## config.mk

```make
export PLATFORM = sky130hd
export DESIGN_NAME = rtc_alarm_match
export DESIGN_NICKNAME = d
export VERILOG_FILES = /design/src/rtl/rtcal_pkg.sv /design/src/rtl/rtcal_field.sv /design/src/rtl/rtcal_flag.sv /design/src/rtl/rtc_alarm_match.sv
export SDC_FILE = /design/constraint.sdc
export NUM_CORES = 1
export LEC_CHECK = 0
export BUFFER_PORTS_ARGS = -buffer_cell sky130_fd_sc_hd__buf_2
export CAP_MARGIN = 40
export CORE_ASPECT_RATIO = 1.25
export CORE_MARGIN = 10
export CORE_UTILIZATION = 29
export DETAILED_ROUTE_END_ITERATION = 10
export GPL_TIMING_DRIVEN = 0
export SLEW_MARGIN = 20
export SYNTH_ARGS = -nofsm -noshare
export SYNTH_HDL_FRONTEND = slang
export SYNTH_SLANG_ARGS = --single-unit
export TNS_END_PERCENT = 20
```

## constraint.sdc

```tcl
create_clock -name clk -period 2.6 [get_ports clk]
set_input_delay 0.78 -clock clk [delete_from_list [all_inputs] [get_ports clk]]
set_output_delay 0.78 -clock clk [all_outputs]
set_load 0.005 [all_outputs]
```

## src/rtl/rtcal_pkg.sv

```systemverilog
package rtcal_pkg;
    localparam int NUM_FIELDS  = 6;
    localparam int DATA_W      = 8;
    localparam int ADDR_W      = 3;
    localparam int STATUS_ADDR = 6;
    localparam int ST_FLAG     = 0;
    localparam int ST_IE       = 1;

    typedef struct packed {
        logic flag;
        logic ie;
        logic seen;
    } flag_st_t;

    // Bits each BCD target uses, by field index.
    function automatic logic [DATA_W-2:0] field_mask(input int idx);
        case (idx)
            0, 1:    field_mask = 7'h7F;
            2, 4:    field_mask = 7'h3F;
            3:       field_mask = 7'h07;
            5:       field_mask = 7'h1F;
            default: field_mask = 7'h00;
        endcase
    endfunction
endpackage

```

## src/rtl/rtcal_field.sv

```systemverilog
module rtcal_field #(
    parameter int DATA_W = 8,
    parameter logic [DATA_W-2:0] MASK = '1
) (
    input  logic              clk,
    input  logic              rst_n,
    input  logic              wr_stb,
    input  logic [DATA_W-1:0] wdata,
    input  logic [DATA_W-1:0] cnt,
    output logic [DATA_W-1:0] reg_val,
    output logic              en_o,
    output logic              hit_o
);
    localparam int VAL_W = DATA_W - 1;
    localparam logic [DATA_W-1:0] FULL_MASK = {1'b0, MASK};

    logic             en_d, en_q;
    logic [VAL_W-1:0] val_d, val_q;

    always_comb begin
        en_d  = en_q;
        val_d = val_q;
        if (wr_stb) begin
            en_d  = wdata[DATA_W-1];
            val_d = wdata[VAL_W-1:0];
        end
    end

    // Enable bit is the only reset flop.
    always_ff @(posedge clk or negedge rst_n) begin
        if (!rst_n) en_q <= 1'b0;
        else        en_q <= en_d;
    end

    // Target digits survive reset.
    always_ff @(posedge clk) begin
        val_q <= val_d;
    end

    assign reg_val = {en_q, val_q};
    assign en_o    = en_q;
    assign hit_o   = !en_q || (({1'b0, val_q} & FULL_MASK) == (cnt & FULL_MASK));
endmodule

```

## src/rtl/rtcal_flag.sv

```systemverilog
module rtcal_flag
    import rtcal_pkg::*;
(
    input  logic clk,
    input  logic rst_n,
    input  logic match_all,
    input  logic st_wr,
    input  logic wd_flag,
    input  logic wd_ie,
    output logic flag_o,
    output logic ie_o,
    output logic seen_o,
    output logic irq_o
);
    flag_st_t st_d, st_q;

    always_comb begin
        st_d      = st_q;
        st_d.seen = match_all;
        if (st_wr) begin
            st_d.ie = wd_ie;
            if (!wd_flag) st_d.flag = 1'b0;
        end
        // A new match edge wins over a same-cycle clear.
        if (match_all && !st_q.seen) st_d.flag = 1'b1;
    end

    always_ff @(posedge clk or negedge rst_n) begin
        if (!rst_n) st_q <= '0;
        else        st_q <= st_d;
    end

    assign flag_o = st_q.flag;
    assign ie_o   = st_q.ie;
    assign seen_o = st_q.seen;
    assign irq_o  = st_q.flag & st_q.ie;
endmodule

```

## src/rtl/rtc_alarm_match.sv

```systemverilog
module rtc_alarm_match
    import rtcal_pkg::*;
#(
    parameter int N_FIELDS = NUM_FIELDS,
    parameter int DW       = DATA_W,
    parameter int AW       = ADDR_W
) (
    input  logic               clk,
    input  logic               rst_n,
    input  logic               bus_wr,
    input  logic [AW-1:0]      bus_addr,
    input  logic [DW-1:0]      bus_wdata,
    output logic [DW-1:0]      bus_rdata,
    input  logic [N_FIELDS*DW-1:0] time_cnt,
    output logic               irq
);
    localparam int ST_ADDR = STATUS_ADDR;

    logic [N_FIELDS-1:0] en_vec;
    logic [N_FIELDS-1:0] hit_vec;
    logic [DW-1:0]       field_val [N_FIELDS];
    logic                match_all;
    logic                alarm_flag, alarm_ie, seen_q;
    logic                st_wr;

    for (genvar k = 0; k < N_FIELDS; k++) begin : g_field
        logic wr_k;
        assign wr_k = bus_wr && (bus_addr == AW'(k));
        rtcal_field #(
            .DATA_W (DW),
            .MASK   (field_mask(k))
        ) u_field (
            .clk     (clk),
            .rst_n   (rst_n),
            .wr_stb  (wr_k),
            .wdata   (bus_wdata),
            .cnt     (time_cnt[k*DW +: DW]),
            .reg_val (field_val[k]),
            .en_o    (en_vec[k]),
            .hit_o   (hit_vec[k])
        );
    end

    assign match_all = (|en_vec) && (&hit_vec);
    assign st_wr     = bus_wr && (bus_addr == AW'(ST_ADDR));

    rtcal_flag u_flag (
        .clk       (clk),
        .rst_n     (rst_n),
        .match_all (match_all),
        .st_wr     (st_wr),
        .wd_flag   (bus_wdata[ST_FLAG]),
        .wd_ie     (bus_wdata[ST_IE]),
        .flag_o    (alarm_flag),
        .ie_o      (alarm_ie),
        .seen_o    (seen_q),
        .irq_o     (irq)
    );

    always_comb begin
        bus_rdata = '0;
        for (int k = 0; k < N_FIELDS; k++) begin
            if (bus_addr == AW'(k)) bus_rdata = field_val[k];
        end
        if (bus_addr == AW'(ST_ADDR)) begin
            bus_rdata[ST_FLAG] = alarm_flag;
            bus_rdata[ST_IE]   = alarm_ie;
        end
    end
endmodule

```

==> results.tsv, run 1 <==
stage	metric	value	unit
run_status	run_status	finished, violations left	
run_status	violations	setup timing	
route	dr.pass1.iters	4	
setup_path	crit_fanout	5	
worst_hold_path	hold_path.class	primary input to asynchronous set/reset pin	
synthesis	synth.distinct_cells	33	
final_layout	fin_area	3250	sq um
setup_path	cp.arrival	1.83	ns
placed_design	dp_hpwl	5.44	mm
clock_tree	cts_buffer_depth	2	
placed_design	placed_area	2920	sq um
synthesis	syn_nets	242	
clock_tree	cts_max_level	2	
timing	timing.final.ws_setup	-0.00579	ns
floorplan	start_util	30.2	%
setup_path	path_cells	buf_12 > mux4_2 > mux2_4 > buf_6	
timing	slew-limit-headroom	45.7	%
route	vias	1675	
route	wirelength	6.92	mm
timing	post-route-period-util	100	%
final_layout	fin_cells	345	
setup_path	endpoint_kind	primary output	
final_layout	n_antenna_cell	0	
final_layout	nets	309	
timing	fin_crit	2.61	ns
route	vias_per_cell	4.86	
floorplan	io_pins	71	
route	drcViolationCount	0	
floorplan	die_area	12800	sq um
setup_path	worstRegToRegCells	5	
timing	worst_pin_slew	0.812	ns
global_route	grt_start_max_net_pins	16	
global_route	grt_pass1_vias	1875	
final_layout	drive_above_1_share	43.1	%
clock_tree	cts_tree	done	
power	total_power	1.95	mW
synthesis	synth_cells	180	
synthesis	synth_area_leader_cell	edfxtp_1	
placed_design	io_buffer_count	55	
route	wl_per_cell	20.1	um
global_route	overflow	0	
timing	fin_skew	0.0117	ns
clock_tree	clkSinkCount	51	
final_layout	fill_cells	814	
synthesis	async_reset_ff_share	17.6	%
power	p_per_area	600	nW/um^2
power	p_clk_share	32.7	%
power	internal-power	1.50	mW
clock_tree	cts_root_buffer	clkbuf_8	
global_route	grt_first_pass_wirelength	10.3	mm
route	drtIter0Drc	66	
setup_path	cp_slowest_cell	mux4_2	
power	p_leak	1.22	nW
synthesis	ys_seq_elements	51	
global_route	antenna_found_initial	0	
timing	setup_viol	1	
synthesis	synth_edf_count	42	
setup_path	start_kind	primary input	
synthesis	synth_area	2510	sq um
synthesis	ys.warnings.count	0	
clock_tree	hold_buffers	0	
floorplan	die_y	124	um
timing	slew_violations	0	
setup_path	required	1.82	ns
setup_path	cp_slowest_stage_delay	0.52	ns
synthesis	syn_area_per_cell	14.0	sq um
setup_path	criticalPathCategory	primary input to primary output	
synthesis	synth_top_area_share	50.2	%
route	antenna_left	0	
power	switchingPower	456	uW
timing	finalHoldViolations	0	
power	ir_worst_vdd	0.307	mV
clock_tree	cts_buffers	5	
synthesis	ys.flop_type	edfxtp_1	
floorplan	die_w	103	um
clock_tree	path_clk_slew	0.10	ns
power	seqPwrFrac	50.4	%
timing	max_freq	384	MHz
synthesis	synth.area.top_cells	edfxtp_1 (50%), dfrtp_1 (9.0%), xnor2_1 (7.7%)	
global_route	globalRouteTotalUtil	10.9	%
power	comb_power_share	16.9	%
timing	grt_setup_unrepaired	true	
floorplan	core_region_area	8330	sq um
final_layout	syn_to_final_growth	29.5	%
placed_design	gp_congestion	0.801	
flow_run	maxCapViolCount	0	
placed_design	dp_cells	332	
clock_tree	clk_latency	0.31	ns
power	switching_share	23.4	%
floorplan	rows	37	
synthesis	synth_seq_area_share	59.1	%
final_layout	post-route-util	39.1	%
[sequential cells by signal (all words and copies together), names as in the netlist]
register	flops
g_field.u_field.val_q	42
g_field.u_field.en_o	6
u_flag.flag_o	1
u_flag.ie_o	1
u_flag.seen_o	1
[logic make-up after synthesis]
kind of cell	share of synthesized area (%)
simple gates	8.61
flops	59.1
mux	11.6
buf+inv	2.14
compound gates	6.62
xor+xnor	11.8
[routing by layer]
layer	wire [um]	vias up	GRT usage (%)
li1	-	807	-
met1	3060	814	13.6
met4	61	0	2.61
met2	3380	49	18.0
met5	0	-	0
met3	418	5	3.21
[final timing paths]
kind | startpoint | to | slack [ns]
min in group clk | u_flag.seen_o | u_flag.flag_o | 0.46
max in group asynchronous | rst_n | g_field[1].u_field.en_o | 2.06
setup reg to reg | g_field[1].u_field.val_q[0] | u_flag.flag_o | 0.91
hold / removal | rst_n | g_field[2].u_field.en_o | 0.32
setup / recovery | bus_addr[0] | bus_rdata[0] | -0.006
hold reg to reg | u_flag.seen_o | u_flag.flag_o | 0.46
[worst max-delay path: cells and delay by family]
kind                   cells  cell delay (ns)
multiplexers               2             0.82
buffers and inverters      2             0.22
[Yosys cell counts (all sizes together), types with 2 or more instances]
| cell | instances |
|---|---|
| nand3 | 3 |
| nand2b | 4 |
| xnor2 | 22 |
| mux4 | 3 |
| nand4 | 5 |
| xor2 | 12 |
| a21oi | 6 |
| buf | 5 |
| o21ai | 4 |
| edfxtp | 42 |
| mux2i | 9 |
| o221ai | 4 |
| inv | 3 |
| nor3b | 5 |
| o31ai | 4 |
| nor3 | 3 |
| o41ai | 2 |
| nand2 | 10 |
| dfrtp | 9 |
| mux2 | 12 |
| nor2 | 6 |
| o22ai | 2 |
[layout make-up]
cell class	count	area (sq um)	area share [%]
Buffer	6	86.3	2.65
Clock buffer	6	72.6	2.23
Clock inverter	2	60.1	1.85
Inverter	3	11.3	0.346
Multi-Input combinational cell	120	1070	32.8
Sequential cell	51	1490	45.7
Tap cell	97	121	3.73
Timing Repair Buffer	60	349	10.7
[stage by stage]
step | TNS (ns) | hold slack (ns) | setup WS [ns]
floorplan | 0 | 0.423 | 0.181
global placement | -1.64 | 0.433 | -0.224
detailed placement | -1.15 | 0.443 | -0.232
CTS | 0 | 0.323 | 0.000149
global route | -0.0605 | 0.322 | -0.0195
finish | -0.00579 | 0.324 | -0.00579
[layout by cell type, fill, tap and decap left out, types with 4 or more instances in the layout]
| master | synthesis | final |
|---|---|---|
| nor2_1 | 6 | 5 |
| buf_6 | 1 | 4 |
| buf_2 | 1 | 53 |
| xnor2_1 | 22 | 22 |
| mux2i_1 | 9 | 8 |
| clkbuf_8 | 0 | 5 |
| nand2_1 | 10 | 10 |
| nand4_1 | 4 | 4 |
| dfrtp_1 | 9 | 9 |
| mux2_2 | 12 | 11 |
| xor2_1 | 12 | 12 |
| edfxtp_1 | 42 | 42 |
[power by group through the flow]
stage,Clock (mW),Combinational (mW),Sequential (mW)
finish,0.638,0.331,0.985
detailed placement,0,0.293,1.00
CTS,0.646,0.322,0.985
global route,0.681,0.361,0.993
global placement,0,0.289,1.00
floorplan,0,0.173,0.989
[what timing repair did]
action / in CTS / in global routing
gates resized for setup: 22 / 14
pin swaps: 0 / 4
setup endpoints to repair: 8 / 7
cloned: 1 / 0
setup buffers: 2 / 1
(Power assumes the default switching activity.)
==> inputs of run 2 (changes only) <==
--- a/config.mk
+++ b/config.mk
@@ -5,7 +5,7 @@
 export SDC_FILE = /design/constraint.sdc
 export NUM_CORES = 1
 export LEC_CHECK = 0
-export BUFFER_PORTS_ARGS = -buffer_cell sky130_fd_sc_hd__buf_2
+export BUFFER_PORTS_ARGS = -buffer_cell sky130_fd_sc_hd__clkbuf_2
 export CAP_MARGIN = 40
 export CORE_ASPECT_RATIO = 1.25
 export CORE_MARGIN = 10
==> results.tsv, run 2 (same netlist as run 1, synthesis figures left out) <==
stage	metric	value	unit
setup_path	cp.arrival	1.82	ns
final_layout	fin_cells	345	
setup_path	criticalPathCategory	primary input to primary output	
final_layout	layout_commonest_cell	clkbuf_2	
power	p_per_area	549	nW/um^2
timing	grt_setup_unrepaired	true	
power	ir_worst_vdd	0.260	mV
global_route	grt_pass1_vias	1880	
global_route	antenna_found_initial	0	
route	m1WireLength	2.95	mm
power	comb_power_share	18.6	%
floorplan	core_region_area	8330	sq um
route	antenna_left	0	
run_status	run_status	completed	
final_layout	layout_common_cells	clkbuf_2 (53), edfxtp_1 (42), xnor2_1 (22), xor2_1 (12), mux2_2 (11)	
clock_tree	cts_max_level	2	
clock_tree	cts_buffer_depth	2	
timing	worst_pin_slew	0.827	ns
setup_path	endpoint_kind	primary output	
clock_tree	clk_latency	0.30	ns
timing	max_freq	385	MHz
clock_tree	path_clk_slew	0.09	ns
clock_tree	clkSinkCount	51	
floorplan	io_pins	71	
floorplan	rows	37	
placed_design	dp_cells	332	
timing	fin_skew	0.00491	ns
floorplan	die_y	124	um
final_layout	largest_reg_flops	42	
final_layout	n_antenna_cell	0	
global_route	overflow	0	
floorplan	die_w	103	um
route	wirelength	6.85	mm
clock_tree	hold_buffers	0	
floorplan	die_area	12800	sq um
timing	setup-tns-final	0	ns
timing	setup_viol	0	
timing	fin_hold_ws	0.332	ns
power	p_leak	1.20	nW
route	vias_per_cell	4.79	
worst_hold_path	hold_path.class	primary input to asynchronous set/reset pin	
final_layout	largest-register	g_field.u_field.val_q	
floorplan	start_util	30.2	%
placed_design	dp_hpwl	5.41	mm
global_route	globalRouteTotalUtil	11.1	%
route	wl_per_cell	19.9	um
power	internal-power	1.30	mW
route	dr.pass1.iters	4	
route	met3_wirelength	457	um
power	switchingPower	456	uW
global_route	grt_first_pass_wirelength	10.4	mm
timing	fin_crit	2.60	ns
timing	finalHoldViolations	0	
power	switching_share	26.0	%
route	drcViolationCount	0	
timing	timing.final.ws_setup	0.00249	ns
global_route	grt_start_max_net_pins	17	
setup_path	start_kind	primary input	
flow_run	maxCapViolCount	0	
timing	slew_violations	0	
power	p_clk_share	25.2	%
route	drtIter0Drc	76	
setup_path	crit_fanout	10	
timing	post-route-period-util	99.9	%
power	seqPwrFrac	56.1	%
final_layout	nets	309	
final_layout	drive_above_1_share	44.8	%
clock_tree	cts_tree	done	
setup_path	required	1.82	ns
timing	slew-limit-headroom	44.6	%
route	dr_wl_met2	3.31	mm
setup_path	regToRegSetupSlack	0.88	ns
route	highest-signal-layer	met4	
placed_design	io_buffer_count	55	
power	total_power	1.76	mW
clock_tree	cts_buffers	5	
placed_design	gp_congestion	0.805	
final_layout	syn_to_final_growth	27.3	%
route	vias	1654	
clock_tree	cts_root_buffer	clkbuf_8	
placed_design	pre_cts_slack	-0.243	ns
run 2: cell count changes in the layout (fill, tap and decap cells not counted), sizes merged:
| cell | previous run | this run |
|---|---|---|
| buf | 65 | 12 |
| bufinv | 2 | 0 |
| clkbuf | 7 | 59 |
| clkinv | 0 | 1 |
| clkinvlp | 0 | 2 |
run 2: worst paths after layout:
check,startpoint,end,cells past startpoint
worst max-delay path,bus_addr[1],bus_rdata[2],7
worst min-delay path,rst_n,g_field[0].u_field.en_o,1
worst max register to register,g_field[1].u_field.val_q[3],u_flag.flag_o,5
worst min register to register,u_flag.seen_o,u_flag.flag_o,1
max in group asynchronous,rst_n,g_field[1].u_field.en_o,1
min in group clk,u_flag.seen_o,u_flag.flag_o,1
run 2: repair_timing:
action,CTS,global route
hold endpoints to repair,0,0
resized for setup,23,11
cloned,1,0
setup buffers,2,2
pin swaps,3,1
endpoints found under the setup margin,8,8
run 2: power by group through the flow:
| stage | registers, mW | clock network, mW | logic [mW] |
|---|---|---|---|
| 2_1_floorplan | 0.989 | 0 | 0.173 |
| 3_3_place_gp | 1.00 | 0 | 0.289 |
| 3_5_place_dp | 1.00 | 0 | 0.294 |
| 4_1_cts | 0.985 | 0.452 | 0.321 |
| 5_1_grt | 0.994 | 0.491 | 0.358 |
| 6_report | 0.985 | 0.443 | 0.327 |
run 2: cell type report:
| cell class | instances | area (sq um) |
|---|---|---|
| Sequential cell | 51 | 1490 |
| Multi-Input combinational cell | 120 | 1070 |
| Tap cell | 97 | 121 |
| Buffer | 6 | 73.8 |
| Clock buffer | 5 | 68.8 |
| Fill cell | 810 | 5130 |
| Clock inverter | 3 | 20.0 |
| Inverter | 3 | 11.3 |
| Timing Repair Buffer | 60 | 348 |
run 2: stage by stage:
stage / area (sq um) / utilization [%]
floorplan: 2510 / -
global placement: 2910 / 34.9
detailed placement: 2920 / 35.0
CTS: 3140 / 37.7
global route: 3200 / 38.4
finish: 3200 / 38.4
run 2: worst max-delay path: stages:
cell,delay (ns)
clkbuf_8,0.13
buf_8,0.12
buf_6,0.15
mux4_2,0.34
inv_1,0.09
o22ai_2,0.08
clkbuf_2,0.13
run 2: layer usage:
layer	vias to the layer above	global-route usage (%)
met1	773	13.8
met4	0	3.66
met2	63	18.0
met3	7	3.10
met5	-	0
li1	811	-
